[src/rtl/dac_sel_pkg.sv]
// Package: shared constants and types for the dual-address-cycle selector.
// Assumes a 4-bit bus command field and a 3-bit operation type.
package dac_sel_pkg;
    localparam int OP_W  = 3;
    localparam int CMD_W = 4;
    localparam logic [CMD_W-1:0] DAC_CMD = 4'hD;

    // Operation types; index equals the static register it uses, 5 is dynamic.
    typedef enum logic [OP_W-1:0] {
        OP_TBL_MOVE = 3'd0,
        OP_IND_MOVE = 3'd1,
        OP_MEM_MOVE = 3'd2,
        OP_LDST     = 3'd3,
        OP_JUMP     = 3'd4,
        OP_DIR_MOVE = 3'd5
    } op_kind_e;

    typedef enum logic [1:0] {
        ST_IDLE = 2'd0,
        ST_SAC  = 2'd1,
        ST_DAC1 = 2'd2,
        ST_DAC2 = 2'd3
    } phase_st_e;
endpackage

[src/rtl/dac_sel_bank.sv]
// Module: bank of high-address registers and the operation-type select mux.
// Holds NUM_STATIC software-written registers plus one dynamic register.
// Assumes the dynamic register is addressed by op value NUM_STATIC.
module dac_sel_bank
    import dac_sel_pkg::*;
#(
    parameter int ADDR_W     = 32,
    parameter int NUM_STATIC = 5
) (
    input  logic              clk,
    input  logic              rst_n,
    input  logic              cfg_we,
    input  logic [OP_W-1:0]   cfg_idx,
    input  logic [ADDR_W-1:0] cfg_wdata,
    input  logic              dyn_ld,
    input  logic [ADDR_W-1:0] dyn_data,
    input  logic [OP_W-1:0]   op,
    output logic [ADDR_W-1:0] sel_hi
);
    localparam logic [OP_W-1:0] DYN_OP = OP_W'(NUM_STATIC);

    logic [ADDR_W-1:0] stat_q [NUM_STATIC];
    logic [ADDR_W-1:0] dyn_q;

    genvar gi;
    generate
        for (gi = 0; gi < NUM_STATIC; gi++) begin : g_stat
            // Load one static register when its index is written.
            always_ff @(posedge clk) begin
                if (!rst_n)
                    stat_q[gi] <= '0;
                else if (cfg_we && (cfg_idx == OP_W'(gi)))
                    stat_q[gi] <= cfg_wdata;
            end
        end
    endgenerate

    // Load the dynamic register from its own strobe.
    always_ff @(posedge clk) begin
        if (!rst_n)
            dyn_q <= '0;
        else if (dyn_ld)
            dyn_q <= dyn_data;
    end

    // Pick the register for the requested operation; unmapped ops give zero.
    always_comb begin
        sel_hi = '0;
        if (op == DYN_OP)
            sel_hi = dyn_q;
        else
            for (int k = 0; k < NUM_STATIC; k++)
                if (op == OP_W'(k))
                    sel_hi = stat_q[k];
    end
endmodule

[src/rtl/dac_span_chk.sv]
// Module: flags an operation whose byte span goes past the top of the
// 32-bit address space. Assumes LEN_W < ADDR_W.
module dac_span_chk #(
    parameter int ADDR_W = 32,
    parameter int LEN_W  = 24
) (
    input  logic [ADDR_W-1:0] addr,
    input  logic [LEN_W-1:0]  len,
    output logic              over
);
    localparam int SUM_W = ADDR_W + 1;

    logic [SUM_W-1:0] end_excl;

    // End address (exclusive) beyond 2^ADDR_W means the span wraps.
    always_comb begin
        end_excl = {1'b0, addr} + SUM_W'(len);
        over     = end_excl[ADDR_W] && (end_excl[ADDR_W-1:0] != '0);
    end
endmodule

[src/rtl/dac_phase_fsm.sv]
// Module: accepts one request at a time and sequences its address phases.
// Assumes sel_hi and span_in are valid in the cycle the request is accepted.
module dac_phase_fsm
    import dac_sel_pkg::*;
#(
    parameter int ADDR_W = 32
) (
    input  logic              clk,
    input  logic              rst_n,
    input  logic              req_valid,
    output logic              req_ready,
    input  logic [CMD_W-1:0]  req_cmd,
    input  logic [ADDR_W-1:0] req_addr,
    input  logic [ADDR_W-1:0] sel_hi,
    input  logic              span_in,
    output logic              adr_valid,
    output logic [CMD_W-1:0]  adr_cbe,
    output logic [ADDR_W-1:0] adr_ad,
    output logic              adr_last,
    output logic              span_err
);
    phase_st_e         st_q, st_d;
    logic [CMD_W-1:0]  cmd_q;
    logic [ADDR_W-1:0] lo_q, hi_q;
    logic              err_q;
    logic              take;

    assign take = req_valid && (st_q == ST_IDLE);

    // Next-state choice: a nonzero high dword needs the two-phase path.
    always_comb begin
        st_d = st_q;
        case (st_q)
            ST_IDLE: if (req_valid) st_d = (sel_hi != '0) ? ST_DAC1 : ST_SAC;
            ST_SAC:  st_d = ST_IDLE;
            ST_DAC1: st_d = ST_DAC2;
            ST_DAC2: st_d = ST_IDLE;
            default: st_d = ST_IDLE;
        endcase
    end

    // State register.
    always_ff @(posedge clk) begin
        if (!rst_n) st_q <= ST_IDLE;
        else        st_q <= st_d;
    end

    // Snapshot the request and its high dword at acceptance.
    always_ff @(posedge clk) begin
        if (!rst_n) begin
            cmd_q <= '0;
            lo_q  <= '0;
            hi_q  <= '0;
            err_q <= 1'b0;
        end else if (take) begin
            cmd_q <= req_cmd;
            lo_q  <= req_addr;
            hi_q  <= sel_hi;
            err_q <= span_in;
        end
    end

    // Drive the phase outputs from the current state.
    always_comb begin
        req_ready = (st_q == ST_IDLE);
        adr_valid = (st_q != ST_IDLE);
        adr_cbe   = (st_q == ST_DAC1) ? DAC_CMD : cmd_q;
        adr_ad    = (st_q == ST_DAC2) ? hi_q : lo_q;
        adr_last  = (st_q == ST_SAC) || (st_q == ST_DAC2);
        span_err  = adr_valid && err_q;
    end
endmodule

[src/rtl/dac_addr_sel.sv]
// Module: top of the dual-address-cycle selector. Joins the register bank,
// the span check and the phase sequencer. Assumes req_cmd is never 4'hD.
module dac_addr_sel
    import dac_sel_pkg::*;
#(
    parameter int ADDR_W     = 32,
    parameter int LEN_W      = 24,
    parameter int NUM_STATIC = 5
) (
    input  logic              clk,
    input  logic              rst_n,
    input  logic              cfg_we,
    input  logic [2:0]        cfg_idx,
    input  logic [ADDR_W-1:0] cfg_wdata,
    input  logic              dyn_ld,
    input  logic [ADDR_W-1:0] dyn_data,
    input  logic              req_valid,
    output logic              req_ready,
    input  logic [2:0]        req_op,
    input  logic [3:0]        req_cmd,
    input  logic [ADDR_W-1:0] req_addr,
    input  logic [LEN_W-1:0]  req_len,
    output logic              adr_valid,
    output logic [3:0]        adr_cbe,
    output logic [ADDR_W-1:0] adr_ad,
    output logic              adr_last,
    output logic              span_err
);
    logic [ADDR_W-1:0] sel_hi;
    logic              span_over;

    dac_sel_bank #(.ADDR_W(ADDR_W), .NUM_STATIC(NUM_STATIC)) bank_i (
        .clk(clk), .rst_n(rst_n),
        .cfg_we(cfg_we), .cfg_idx(cfg_idx), .cfg_wdata(cfg_wdata),
        .dyn_ld(dyn_ld), .dyn_data(dyn_data),
        .op(req_op), .sel_hi(sel_hi)
    );

    dac_span_chk #(.ADDR_W(ADDR_W), .LEN_W(LEN_W)) span_i (
        .addr(req_addr), .len(req_len), .over(span_over)
    );

    dac_phase_fsm #(.ADDR_W(ADDR_W)) fsm_i (
        .clk(clk), .rst_n(rst_n),
        .req_valid(req_valid), .req_ready(req_ready),
        .req_cmd(req_cmd), .req_addr(req_addr),
        .sel_hi(sel_hi), .span_in(span_over),
        .adr_valid(adr_valid), .adr_cbe(adr_cbe), .adr_ad(adr_ad),
        .adr_last(adr_last), .span_err(span_err)
    );
endmodule

[config.mk]
export PLATFORM = sky130hd
export DESIGN_NAME = dac_addr_sel
export DESIGN_NICKNAME = d
export VERILOG_FILES = /design/src/rtl/dac_sel_pkg.sv /design/src/rtl/dac_sel_bank.sv /design/src/rtl/dac_span_chk.sv /design/src/rtl/dac_phase_fsm.sv /design/src/rtl/dac_addr_sel.sv
export SDC_FILE = /design/constraint.sdc
export NUM_CORES = 1
export LEC_CHECK = 0
export BUFFER_PORTS_ARGS = -buffer_cell sky130_fd_sc_hd__clkbuf_2
export CORE_MARGIN = 3
export CORE_UTILIZATION = 50
export CTS_BUF_LIST = sky130_fd_sc_hd__clkbuf_2 sky130_fd_sc_hd__clkbuf_4 sky130_fd_sc_hd__clkbuf_8
export DETAILED_ROUTE_END_ITERATION = 8
export PLACE_DENSITY = 0.7
export SYNTH_ARGS = -nofsm -noshare
export SYNTH_HDL_FRONTEND = slang
export SYNTH_SLANG_ARGS = --single-unit
[constraint.sdc]
create_clock -name clk -period 3.2 [get_ports clk]
set_clock_uncertainty 0.15 [all_clocks]
set_input_delay 0.32 -clock clk [delete_from_list [all_inputs] [get_ports clk]]
set_output_delay 0.32 -clock clk [all_outputs]
set_load 0.01 [all_outputs]
==> metrics.txt <==
outcome=completed; Fin Hold WS=0.01924 ns; FP Rows=59; Post-synth EDFFs=160; unrepaired setup endpoints after global routing=no; min-delay worst type=primary input to flop; Initial Utilization=0.5156; Final Wtd Congestion=0.9303; Critical Path Sink Type=flop; worst slew pin tran=0.8842 ns; Final Net Count=1807; ant diodes=0; leading cell types in the layout, fill and taps excluded=173 x clkbuf_2, 166 x and2_1, 165 x nand2_1, 165 x buf_4, 160 x edfxtp_1; fmax=321.8 MHz; Synth cell types=77; ys flop type=edfxtp_1; DR WL/cell=~21 um; Worst Path Max Fanout=6; worst rel slew slack=0.4106; Syn. warnings=0; Min Clock Period, post-route=roughly 3.1 ns; CTS tree=built; core footprint=26350 um^2; Routed WL=41.63 mm; io pins=175; share of cells above drive strength 1=0.3111; initial antenna violation count=0; Final Max Slew Viols=0; number of I/O port buffers=174; worst-path cell chain=dlygate4sd3_1 > clkbuf_2 > ha_2 > a21oi_1 > o21a_1 > buf_4 > a32o_1 > a2111oi_4 > nand4_1 > or4_1 > o311a_1; largest net degree at the start of global routing=91; CTS sink count=263; Avg Cell Area, Syn=10.75 um^2; global-route wire length before repair=64.03 mm; Chip Height=170.9 um; Remaining DRCs=0; power share of the combinational group=0.184; DR pass1 iterations=7; DP HPWL=around 29 mm; FF+latch count, synth=approximately 260; internal power=around 6400 uW; routed vias/inst=5.609; Clock transition at path regs=0.07 ns; CP max-delay cell=dlygate4sd3_1; total number of vias=11310; Root Driver=clkbuf_8; CP Launch Type=primary input; All-Layer GR Usage=0.2830; sw frac=0.2657; TNS Setup=0 ns; ANT nets after route=0; Post CTS Setup Buffer Count=0; Crit Path Category=primary input to flop; Pwr Density=491.0 nW/um^2; Die ar.=~29000 um^2; Remaining Overflow, GRT=0; final-report hold violation count=0; Finished Cell Area=17700 um^2; commonest non-fill, non-tap cell in the layout=clkbuf_2; switching power=2309 uW; DP Area=15810 um^2; register area share after synthesis=0.5053; TritonCTS Buffers=44; CP peak stage delay=0.53 ns; width of the chip=170.9 um; worst vdd ir=0.4261 mV; period utilization=0.9711; final setup fails=0; synthesized cell area=13590 um^2; Starting DRT DRC Count=approximately 850; async set-or-reset flop fraction in the synthesized netlist=0; CP required=between 3 and 4 ns; syn_nets=1424; max_cap viols=0; instance count of the mapped netlist=1264; Area growth, synth to finish=30.25%; Lkg Pwr=0.007721 uW; Clock Latency Late Sink=0.57 ns; Max clock buf depth=3; vias in the first global route=11350; worst path arrival time=3.41 ns; H-tree depth=2; clock group share of total power=0.365; Flop pwr share=0.451
layout make-up:
cell class / instances / area, um^2
flip-flops and latches: 263 / 6867
well taps: 335 / 419.2
clock buffers: 74 / 874.6
fillers: 2099 / 8655
inverters: 13 / 48.80
multi-input cells: 895 / 6351
repair buffers: 430 / 3067
clock inverters: 6 / 72.57
Yosys cell counts, drive strengths merged, types with 3 or more instances:
master / number / share of area
nor2b: 37 / 0.017
nand3: 16 / 0.0068
a222oi: 32 / 0.024
nand2: 166 / 0.046
dfxtp: 103 / 0.15
o21ai: 56 / 0.021
a2111oi: 3 / 0.0024
mux2: 65 / 0.054
o211a: 33 / 0.024
clkbuf: 71 / 0.023
and2: 167 / 0.077
a21boi: 38 / 0.021
and3: 7 / 0.0033
a21o: 12 / 0.0068
edfxtp: 160 / 0.35
nor2: 24 / 0.0066
ha: 24 / 0.022
o31ai: 3 / 0.0017
xnor2: 5 / 0.0032
nand4: 15 / 0.0069
a211oi: 6 / 0.0037
o21bai: 3 / 0.0017
o211ai: 6 / 0.0033
buf: 22 / 0.0096
nor4: 5 / 0.0023
nand2b: 7 / 0.0032
xor2: 5 / 0.0032
a31oi: 4 / 0.0018
mux2i: 69 / 0.051
inv: 12 / 0.0033
a21oi: 34 / 0.013
nor3: 12 / 0.0044
per-stage QoR:
stage          utilization  setup WS [ns]  std cells  power [uW]
2_1_floorplan            -        -0.2079       1264        4773
3_3_place_gp        0.5999        -0.3156       1849        5453
3_5_place_dp        0.5999        -0.3498       1849        5465
4_1_cts             0.6689       0.003145       2016        8690
5_1_grt             0.6716       0.002702       2016        9037
6_report            0.6716        0.09236       2016        8691
power by group through the flow:
stage | Combinational, uW | Sequential, uW | Clock (uW)
floorplan | 814 | 3960 | 0
global placement | 1480 | 3980 | 0
detailed placement | 1480 | 3990 | 0
CTS | 1570 | 3920 | 3200
global route | 1740 | 3940 | 3360
finish | 1600 | 3920 | 3170
cell families (layout without fill, tap and decap cells):
kind of cell / after synthesis / count (layout) / synth area share
buffers and inverters: 106 / 523 / 0.03646
and+or+nand+nor: 470 / 470 / 0.1819
DFF: 263 / 263 / 0.5053
AOI/OAI and AO/OA: 256 / 256 / 0.1416
xor gates and xnor gates: 10 / 10 / 0.006445
muxes: 134 / 134 / 0.1047
adders and majority gates: 25 / 25 / 0.02357
flip-flops by register name, indices dropped and copies added, names as in the netlist:
name / count
bank_i.stat_q: 160
bank_i.dyn_q: 32
fsm_i.hi_q: 32
fsm_i.lo_q: 32
fsm_i.cmd_q: 4
fsm_i.st_q: 2
fsm_i.err_q: 1
final timing paths:
| path | startpoint | to | slack [ns] | cells after the start |
|---|---|---|---|---|
| min | req_addr[2] | fsm_i.lo_q[2] | 0.02 | 4 |
| max reg2reg | fsm_i.st_q[1] | fsm_i.err_q | 0.38 | 9 |
| max | req_addr[13] | fsm_i.err_q | 0.09 | 11 |
| min reg2reg | fsm_i.cmd_q[1] | fsm_i.cmd_q[1] | 0.31 | 2 |
timing repair:
| action | in CTS | in global routing |
|---|---|---|
| resized for setup | 0 | 15 |
| hold endpoints to repair | 208 | 0 |
| hold buffers | 87 | 0 |
| setup endpoints to repair | 0 | 1 |
critical path: cells and delay by family:
| kind | cells | cell delay, ns |
|---|---|---|
| AO/OA/AOI/OAI | 5 | 1.26 |
| adder cells (fa/ha/maj) | 1 | 0.41 |
| buffers and inverters | 3 | 0.81 |
| AND/OR/NAND/NOR | 2 | 0.60 |
per-layer routing:
layer / GRT usage / vias to the layer above / share of wire / wire length (um)
met4: 0.09132 / 0 / 0.029 / 1211
met1: 0.3825 / 5459 / 0.44 / 18230
li1: - / 5383 / - / -
met2: 0.4744 / 395 / 0.47 / 19620
met5: 0 / - / 0 / 0
met3: 0.03928 / 70 / 0.062 / 2569
Note: power is estimated with default switching activity, not from simulation.
